--- config.mk ---
export PLATFORM = sky130hd
export DESIGN_NAME = alu32_addsub
export DESIGN_NICKNAME = d
export VERILOG_FILES = /design/src/rtl/alu32_pkg.sv /design/src/rtl/alu32_decode.sv /design/src/rtl/alu32_ripple_adder.sv /design/src/rtl/alu32_logic_unit.sv /design/src/rtl/alu32_addsub.sv
export SDC_FILE = /design/constraint.sdc
export NUM_CORES = 1
export LEC_CHECK = 0
export ABC_AREA = 1
export BUFFER_PORTS_ARGS = -buffer_cell sky130_fd_sc_hd__buf_2
export CAP_MARGIN = 10
export CORE_MARGIN = 1.5
export CORE_UTILIZATION = 45
export DETAILED_ROUTE_END_ITERATION = 16
export PLACE_DENSITY = 0.85
export SYNTH_ARGS = -nofsm -noshare
export SYNTH_HDL_FRONTEND = slang
export SYNTH_SLANG_ARGS = --single-unit
--- constraint.sdc ---
create_clock -name vclk -period 24.7
set_input_delay 4.94 -clock vclk [all_inputs]
set_output_delay 4.94 -clock vclk [all_outputs]
set_load 0.01 [all_outputs]
--- src/rtl/alu32_pkg.sv ---
package alu32_pkg;
    localparam int unsigned OP_W = 4;

    localparam logic [OP_W-1:0] OP_AND  = 4'b0000;
    localparam logic [OP_W-1:0] OP_OR   = 4'b0001;
    localparam logic [OP_W-1:0] OP_ADD  = 4'b0010;
    localparam logic [OP_W-1:0] OP_ADDU = 4'b0011;
    localparam logic [OP_W-1:0] OP_SUB  = 4'b0110;
    localparam logic [OP_W-1:0] OP_SUBU = 4'b0111;
    localparam logic [OP_W-1:0] OP_SLT  = 4'b1000;
    localparam logic [OP_W-1:0] OP_SLTU = 4'b1001;
    localparam logic [OP_W-1:0] OP_NOR  = 4'b1100;
    localparam logic [OP_W-1:0] OP_XOR  = 4'b1101;

    typedef enum logic [1:0] {
        LG_AND = 2'd0,
        LG_OR  = 2'd1,
        LG_NOR = 2'd2,
        LG_XOR = 2'd3
    } logic_fn_t;

    typedef enum logic [2:0] {
        SEL_ZERO  = 3'd0,
        SEL_LOGIC = 3'd1,
        SEL_SUM   = 3'd2,
        SEL_SLT   = 3'd3,
        SEL_SLTU  = 3'd4
    } res_sel_t;

    typedef struct packed {
        logic      sub_mode;
        logic      chk_ovf;
        res_sel_t  sel;
        logic_fn_t lfn;
    } ctrl_t;
endpackage

--- src/rtl/alu32_decode.sv ---
module alu32_decode
    import alu32_pkg::*;
(
    input  logic [OP_W-1:0] op_i,
    output ctrl_t           ctrl_o
);
    always_comb begin
        ctrl_o = '{sub_mode: 1'b0, chk_ovf: 1'b0, sel: SEL_ZERO, lfn: LG_AND};
        unique case (op_i)
            OP_AND:  begin ctrl_o.sel = SEL_LOGIC; ctrl_o.lfn = LG_AND; end
            OP_OR:   begin ctrl_o.sel = SEL_LOGIC; ctrl_o.lfn = LG_OR;  end
            OP_NOR:  begin ctrl_o.sel = SEL_LOGIC; ctrl_o.lfn = LG_NOR; end
            OP_XOR:  begin ctrl_o.sel = SEL_LOGIC; ctrl_o.lfn = LG_XOR; end
            OP_ADD:  begin ctrl_o.sel = SEL_SUM;   ctrl_o.chk_ovf = 1'b1; end
            OP_ADDU: begin ctrl_o.sel = SEL_SUM; end
            OP_SUB:  begin ctrl_o.sel = SEL_SUM;   ctrl_o.sub_mode = 1'b1; ctrl_o.chk_ovf = 1'b1; end
            OP_SUBU: begin ctrl_o.sel = SEL_SUM;   ctrl_o.sub_mode = 1'b1; end
            OP_SLT:  begin ctrl_o.sel = SEL_SLT;   ctrl_o.sub_mode = 1'b1; end
            OP_SLTU: begin ctrl_o.sel = SEL_SLTU;  ctrl_o.sub_mode = 1'b1; end
            default: ctrl_o.sel = SEL_ZERO;
        endcase
    end
endmodule

--- src/rtl/alu32_ripple_adder.sv ---
module alu32_ripple_adder #(
    parameter int unsigned W = 32
) (
    input  logic [W-1:0] a_i,
    input  logic [W-1:0] b_i,
    input  logic         sub_i,
    output logic [W-1:0] sum_o,
    output logic         c_top_in_o,
    output logic         c_out_o
);
    logic [W:0]   carry;
    logic [W-1:0] b_eff;

    assign b_eff    = b_i ^ {W{sub_i}};
    assign carry[0] = sub_i;

    for (genvar i = 0; i < W; i++) begin : g_fa
        assign sum_o[i]   = a_i[i] ^ b_eff[i] ^ carry[i];
        assign carry[i+1] = (a_i[i] & b_eff[i]) | (a_i[i] & carry[i]) | (b_eff[i] & carry[i]);
    end

    assign c_top_in_o = carry[W-1];
    assign c_out_o    = carry[W];
endmodule

--- src/rtl/alu32_logic_unit.sv ---
module alu32_logic_unit
    import alu32_pkg::*;
#(
    parameter int unsigned W = 32
) (
    input  logic [W-1:0] a_i,
    input  logic [W-1:0] b_i,
    input  logic_fn_t    fn_i,
    output logic [W-1:0] y_o
);
    always_comb begin
        unique case (fn_i)
            LG_AND:  y_o = a_i & b_i;
            LG_OR:   y_o = a_i | b_i;
            LG_NOR:  y_o = ~(a_i | b_i);
            LG_XOR:  y_o = a_i ^ b_i;
            default: y_o = '0;
        endcase
    end
endmodule

--- src/rtl/alu32_addsub.sv ---
module alu32_addsub
    import alu32_pkg::*;
#(
    parameter int unsigned W = 32
) (
    input  logic [W-1:0]    a_i,
    input  logic [W-1:0]    b_i,
    input  logic [OP_W-1:0] op_i,
    output logic [W-1:0]    result_o,
    output logic            zero_o,
    output logic            ovf_o,
    output logic            carry_o
);
    ctrl_t        ctrl;
    logic [W-1:0] sum;
    logic [W-1:0] lres;
    logic         c_top_in;
    logic         c_out;
    logic         raw_ovf;
    logic         lt_signed;
    logic         lt_unsigned;

    alu32_decode u_dec (
        .op_i   (op_i),
        .ctrl_o (ctrl)
    );

    alu32_ripple_adder #(.W(W)) u_add (
        .a_i        (a_i),
        .b_i        (b_i),
        .sub_i      (ctrl.sub_mode),
        .sum_o      (sum),
        .c_top_in_o (c_top_in),
        .c_out_o    (c_out)
    );

    alu32_logic_unit #(.W(W)) u_lgc (
        .a_i  (a_i),
        .b_i  (b_i),
        .fn_i (ctrl.lfn),
        .y_o  (lres)
    );

    assign raw_ovf     = c_top_in ^ c_out;
    assign lt_signed   = sum[W-1] ^ raw_ovf;
    assign lt_unsigned = ~c_out;

    always_comb begin
        unique case (ctrl.sel)
            SEL_LOGIC: result_o = lres;
            SEL_SUM:   result_o = sum;
            SEL_SLT:   result_o = {{(W-1){1'b0}}, lt_signed};
            SEL_SLTU:  result_o = {{(W-1){1'b0}}, lt_unsigned};
            default:   result_o = '0;
        endcase
    end

    assign zero_o  = ~|result_o;
    assign ovf_o   = ctrl.chk_ovf & raw_ovf;
    assign carry_o = c_out;
endmodule

==> results of run 1 <==
==> worst paths after layout <==
kind	startpoint	endpoint	slack, ns	cells after the start
max	op_i[3]	zero_o	0.50	43
min	op_i[0]	ovf_o	10.32	5
==> where the power goes <==
part | internal, uW | total (uW) | leakage, uW | switching [uW]
Sequential | 0 | 0 | 0 | 0
Clock | 0 | 0 | 0 | 0
Combinational | 40.1 | 97.0 | 0.00274 | 56.9
Total | 40.1 | 97.0 | 0.00274 | 56.9
==> critical path: cells and delay by family <==
family / cells / cell delay, ns
and+or+nand+nor: 8 / 0.77
AOI/OAI and AO/OA: 1 / 0.19
buffers and inverters: 4 / 0.87
adders and majority gates: 29 / 12.28
xor gates and xnor gates: 1 / 0.14
==> per-layer routing <==
layer / vias to the layer above / global-route usage [%] / part of all wire (%)
li1: 1929 / - / -
met1: 1800 / 27.62 / 38
met2: 181 / 46.07 / 50
met3: 34 / 3.964 / 9.6
met4: 0 / 6.343 / 2.3
met5: - / 0 / 0
==> final cells by class <==
cell class / instances / area, um2
fillers: 765 / 3511
multi-input cells: 450 / 3239
inverters: 107 / 401.6
well taps: 102 / 127.6
repair buffers: 110 / 568.0
==> kinds of logic (layout without fill, tap and decap cells) <==
logic type      count (synthesis)  after routing  synth area share [%]
simple gates                  305            305                 37.51
buf+inv                       130            217                 13.75
fa+ha+maj                      96             96                 38.83
xor+xnor                       31             31                 7.314
compound gates                 18             18                 2.595
==> stage by stage <==
step	area [um2]	hold slack, ns	util, %	power [uW]	worst slack (ns)
final	4337	10.32	55.26	96.96	0.5014
after global routing	4337	10.35	55.26	110.7	-0.002501
after CTS	4304	10.31	54.85	95.24	0.04063
after detailed placement	4304	10.31	54.85	94.60	0.06363
after global placement	4304	10.32	54.85	90.33	0.3224
after floorplan	3712	10.04	-	61.27	0.7354
==> cell usage in the layout (no fill, tap or decap), drive strengths merged <==
cell type | synthesis | routed
or2 | 38 | 38
a211oi | 1 | 1
o21ai | 16 | 16
buf | 16 | 110
fa | 32 | 32
nand2 | 150 | 150
inv | 107 | 107
nand3 | 79 | 79
xor2 | 31 | 31
ha | 64 | 64
a21oi | 1 | 1
nor2 | 31 | 31
nand3b | 7 | 7
==> what timing repair did <==
action | CTS | global route
buffers inserted | 0 | 1
gates resized for setup | 0 | 10
endpoints found under the setup margin | 0 | 4
==> summary.txt, run 1 <==
Final layout
  – Area Overhead vs Synth: 16.82%
  – Register Area: 0 um2
  – Antenna diodes: 0
  – # clk buffers: 0
  – FFs & Latches: 0
  – Share of cells above drive strength 1: 24.29%
  – Post-route non-filler standard cell count: 769
  – Final nets: 833

Yosys
  – Sequential cell area fraction in the yosys report: 0%
  – Most frequent cell after synthesis: nand2_1
  – Synth Instances: 580
  – Post-synthesis net count: 744
  – Most frequent cells after synthesis: nand2_1 (148), inv_1 (104), nand3_1 (78)
  – Synth unique cells: 23
  – Top cell type's share of synthesized area: 21.57%
  – Most area-consuming cells after synthesis: ha_1 (22%), fa_1 (17%), nand2_1 (15%), nand3_1 (11%), inv_1 (11%)
  – Post-synth top area cell: ha_1
  – Synthesized cell area: 3712 um2
  – Syn Area/Cell: 6.401 um2
  – Synthesis Warnings: 0

STA
  – Final period util: 97.97%
  – Setup TNS Final: 0 ns
  – Worst-margin pin slew: 0.8183 ns
  – Max Clock Freq: 41.32 MHz
  – Slew Viols, Final: 0
  – Final min period: 24.20 ns
  – Slew margin rel.: 45.26%
  – Fin. Hold Viols: 0
  – Setup-failing EPs final: 0

Run status
  – Status: complete, no violations

GRT
  – First-pass GRT wire length: 17.31 mm
  – Total gr overflow: 0
  – All-Layer GR Usage: 24.19%
  – Largest net degree at the start of global routing: 40
  – Initial antenna violation count: 0
  – Vias in the first global route: 4007

Detailed routing
  – Routed wire length: 10.54 mm
  – Wire per inst: 13.70 um
  – DRC errors left: 0
  – Final ANT Viol Nets: 0
  – First-pass DRT Iterations: 6
  – Vias after detailed routing: 3944
  – Vias per cell: 5.129
  – Initial DRC count: 188

Die
  – # rows: 32
  – Die W: 93.83 um
  – Die Area: 8803 um2
  – I/O Pins: 103
  – Die height: 93.83 um
  – Core ar.: 7848 um2
  – Starting Density: 47.31%

Critical path
  – CP max stage delay: 0.46 ns
  – Worst setup EP type: output port
  – Worst Path Required: 19.76 ns
  – Worst Path Arrival: 19.26 ns
  – WS Path Type: in -> out
  – Most frequent CP cell: fa_1
  – Slowest CP cell: fa_2
  – Max FO, Critical Path: 29
  – CP startpoint kind: input pin

Place
  – DP Wirelength: 8.296 mm
  – Port-buffer cells: 103
  – DP Cell Count: 768
  – GP Congestion: 0.8996

Power and ir drop
  – Pleak: 0.002744 uW
  – P per Cell Area: 22.36 nW/um2
  – Worst vdd ir: 0.01377 mV

Clocking
  – Cts hold-fix bufs: 0

Worst hold path
  – Worst hold path class: in -> out

Run
  – Max Cap Viol: 0
Note: power is estimated with default switching activity, not from simulation.
==> inputs of run 2 (changes only) <==
--- a/config.mk
+++ b/config.mk
@@ -7,11 +7,12 @@
 export LEC_CHECK = 0
 export ABC_AREA = 1
 export BUFFER_PORTS_ARGS = -buffer_cell sky130_fd_sc_hd__buf_2
-export CAP_MARGIN = 10
 export CORE_MARGIN = 1.5
 export CORE_UTILIZATION = 45
 export DETAILED_ROUTE_END_ITERATION = 16
+export GPL_TIMING_DRIVEN = 0
 export PLACE_DENSITY = 0.85
+export REMOVE_ABC_BUFFERS = 1
 export SYNTH_ARGS = -nofsm -noshare
 export SYNTH_HDL_FRONTEND = slang
 export SYNTH_SLANG_ARGS = --single-unit
==> run 2 against run 1 <==
  * Die area did not move
  * Setup slack improved by 0.14 ns
  * Routed wire length down 4.2%
  * Hold slack lost 0.0081 ns
  * Combinational power is essentially flat
  * Via count is 2.2% lower
  * Non-clock buffer count up 1
  * Clock-buffer cell count is the same
  * Core utilization grew 1.1 points
  * Power grew 0.16%
  * Sequential share of layout area unchanged
  * Sequential cell count unchanged
==> summary.txt, run 2 (synthesis gave the netlist of run 1 again) <==
Die
  – Core ar.: 7848 um2 (unchanged)
  – Die height: 93.83 um (unchanged)
  – I/O Pins: 103 (unchanged)
  – Die Area: 8803 um2 (unchanged)
  – Starting Density: 47.31% (unchanged)
  – # rows: 32 (unchanged)
  – Die W: 93.83 um (unchanged)

Critical path
  – Worst setup EP type: output port
  – CP startpoint kind: input pin
  – CP bufs+invs: 7 (+3)
  – Slowest CP cell: fa_1
  – Worst Path Arrival: 19.12 ns (-0.14 ns)
  – CP top delay family: adder cells
  – WS Path Type: in -> out
  – CP max stage delay: 0.45 ns (about the same)
  – Most frequent CP cell: fa_1
  – Worst Path Required: 19.76 ns (about the same)
  – Max FO, Critical Path: 5 (-83%)

STA
  – Slew Viols, Final: 0 (unchanged)
  – Setup TNS Final: 0 ns (unchanged)
  – Worst Hold Slack: 10.31 ns (-0.008100 ns)
  – Final period util: 97.42% (-0.55 points)
  – Worst-margin pin slew: 1.257 ns (+0.4390 ns)
  – Fin. Hold Viols: 0 (unchanged)
  – Slew margin rel.: 15.98% (-29 points)
  – Post-route setup slack: 0.6375 ns (+0.1361 ns)
  – Max Clock Freq: 41.56 MHz (+0.57%)
  – RSZ-0062 raised after global routing: no
  – Final min period: 24.06 ns (-0.1361 ns)
  – Setup-failing EPs final: 0 (unchanged)

Power and ir drop
  – Pleak: 0.002767 uW (+0.84%)
  – P per Cell Area: 21.98 nW/um2 (-1.7%)
  – Worst vdd ir: 0.009784 mV (-29%)
  – Total Power: 97.11 uW (+0.16%)

Run
  – Max Cap Viol: 0 (unchanged)

GRT
  – Total gr overflow: 0 (unchanged)
  – M1 GR Usage: 26.97% (-0.65 points)
  – All-Layer GR Usage: 23.33% (-0.87 points)
  – Largest net degree at the start of global routing: 40 (unchanged)
  – First-pass GRT wire length: 16.87 mm (-2.6%)
  – Initial antenna violation count: 0 (unchanged)
  – Top Usage Layer GRT: met2
  – Met2 usage: 45.11% (-0.97 points)
  – M3 GR Usage: 1.699% (-2.3 points)
  – Vias in the first global route: 3948 (-1.5%)

Detailed routing
  – Wire per inst: 13.11 um (-4.3%)
  – Vias per cell: 5.012 (-2.3%)
  – DRC errors left: 0 (unchanged)
  – First-pass DRT Iterations: 4 (-2)
  – Initial DRC count: 107 (-43%)
  – Routed wire length: 10.10 mm (-4.2%)
  – Vias after detailed routing: 3859 (-2.2%)
  – Final ANT Viol Nets: 0 (unchanged)

Final layout
  – Antenna diodes: 0 (unchanged)
  – Share of cells above drive strength 1: 25.00% (+0.71 points)
  – Fill count: 761 (-0.52%)
  – Area Overhead vs Synth: 19.04%
  – Commonest non-fill, non-tap cell in the layout: nand2_1
  – # clk buffers: 0 (unchanged)
  – FFs & Latches: 0 (unchanged)
  – Final nets: 834 (+0.12%)
  – Most frequent cells in the layout: nand2_1 (148), inv_1 (104), buf_2 (102), nand3_1 (78), ha_1 (64)
  – Register Area: 0 um2 (unchanged)

Place
  – GP Congestion: 0.7993 (-11%)
  – Place WS: -1.581 ns (-1.645 ns)
  – Port-buffer cells: 103 (unchanged)
  – DP Wirelength: 7.824 mm (-5.7%)

Clocking
  – Cts hold-fix bufs: 0 (unchanged)

Run status
  – Status: complete, no violations

Worst hold path
  – Worst hold path class: in -> out
[run 2: changes by cell type in the layout (fill, tap and decap cells not counted), sizes merged]
| cell | previous run | this run |
|---|---|---|
| clkbuf | 0 | 1 |
[run 2: worst paths after layout]
| path | slack (ns) | to | startpoint | depth (start not counted) |
|---|---|---|---|---|
| worst max-delay path | 0.64 | zero_o | op_i[1] | 51 |
| worst min-delay path | 10.31 | ovf_o | op_i[0] | 5 |
[run 2: power by group]
group          total (uW)  internal [uW]  switching (uW)
clock                   0              0               0
combinational        97.1           41.8            55.3
sequential              0              0               0
total                97.1           41.8            55.3
[run 2: what timing repair did]
item                                    4_1_cts  5_1_grt
pin swaps                                     3        2
endpoints found under the setup margin        7        4
gates resized for setup                       8        8
buffers inserted                              5        0
[run 2: metrics by stage]
stage,std cells,utilization (%),instance area [um2]
3_3_place_gp,762,54.11,4247
4_1_cts,770,56.06,4399
2_1_floorplan,557,-,3603
3_5_place_dp,765,55.33,4342
5_1_grt,770,56.31,4419
6_report,770,56.31,4419
[run 2: worst min-delay path, cell delays in order]
cell      delay (ns)
buf_2           0.12
inv_2           0.06
o21ai_0         0.07
a211oi_1        0.05
buf_2           0.13
[run 2: area by class of cell]
type | count | area [um2] | share of cell area, %
multi-input combinational | 450 | 3252 | 73.58
timing repair buffer | 111 | 638.1 | 14.44
inverter | 107 | 401.6 | 9.088
tap | 102 | 127.6 | 2.888
[run 2: routing by layer]
| metal | up-vias | wire [um] |
|---|---|---|
| li1 | 1935 | - |
| met3 | 14 | 598 |
| met5 | - | 0 |
| met4 | 0 | 133 |
| met2 | 122 | 5290 |
| met1 | 1788 | 4073 |
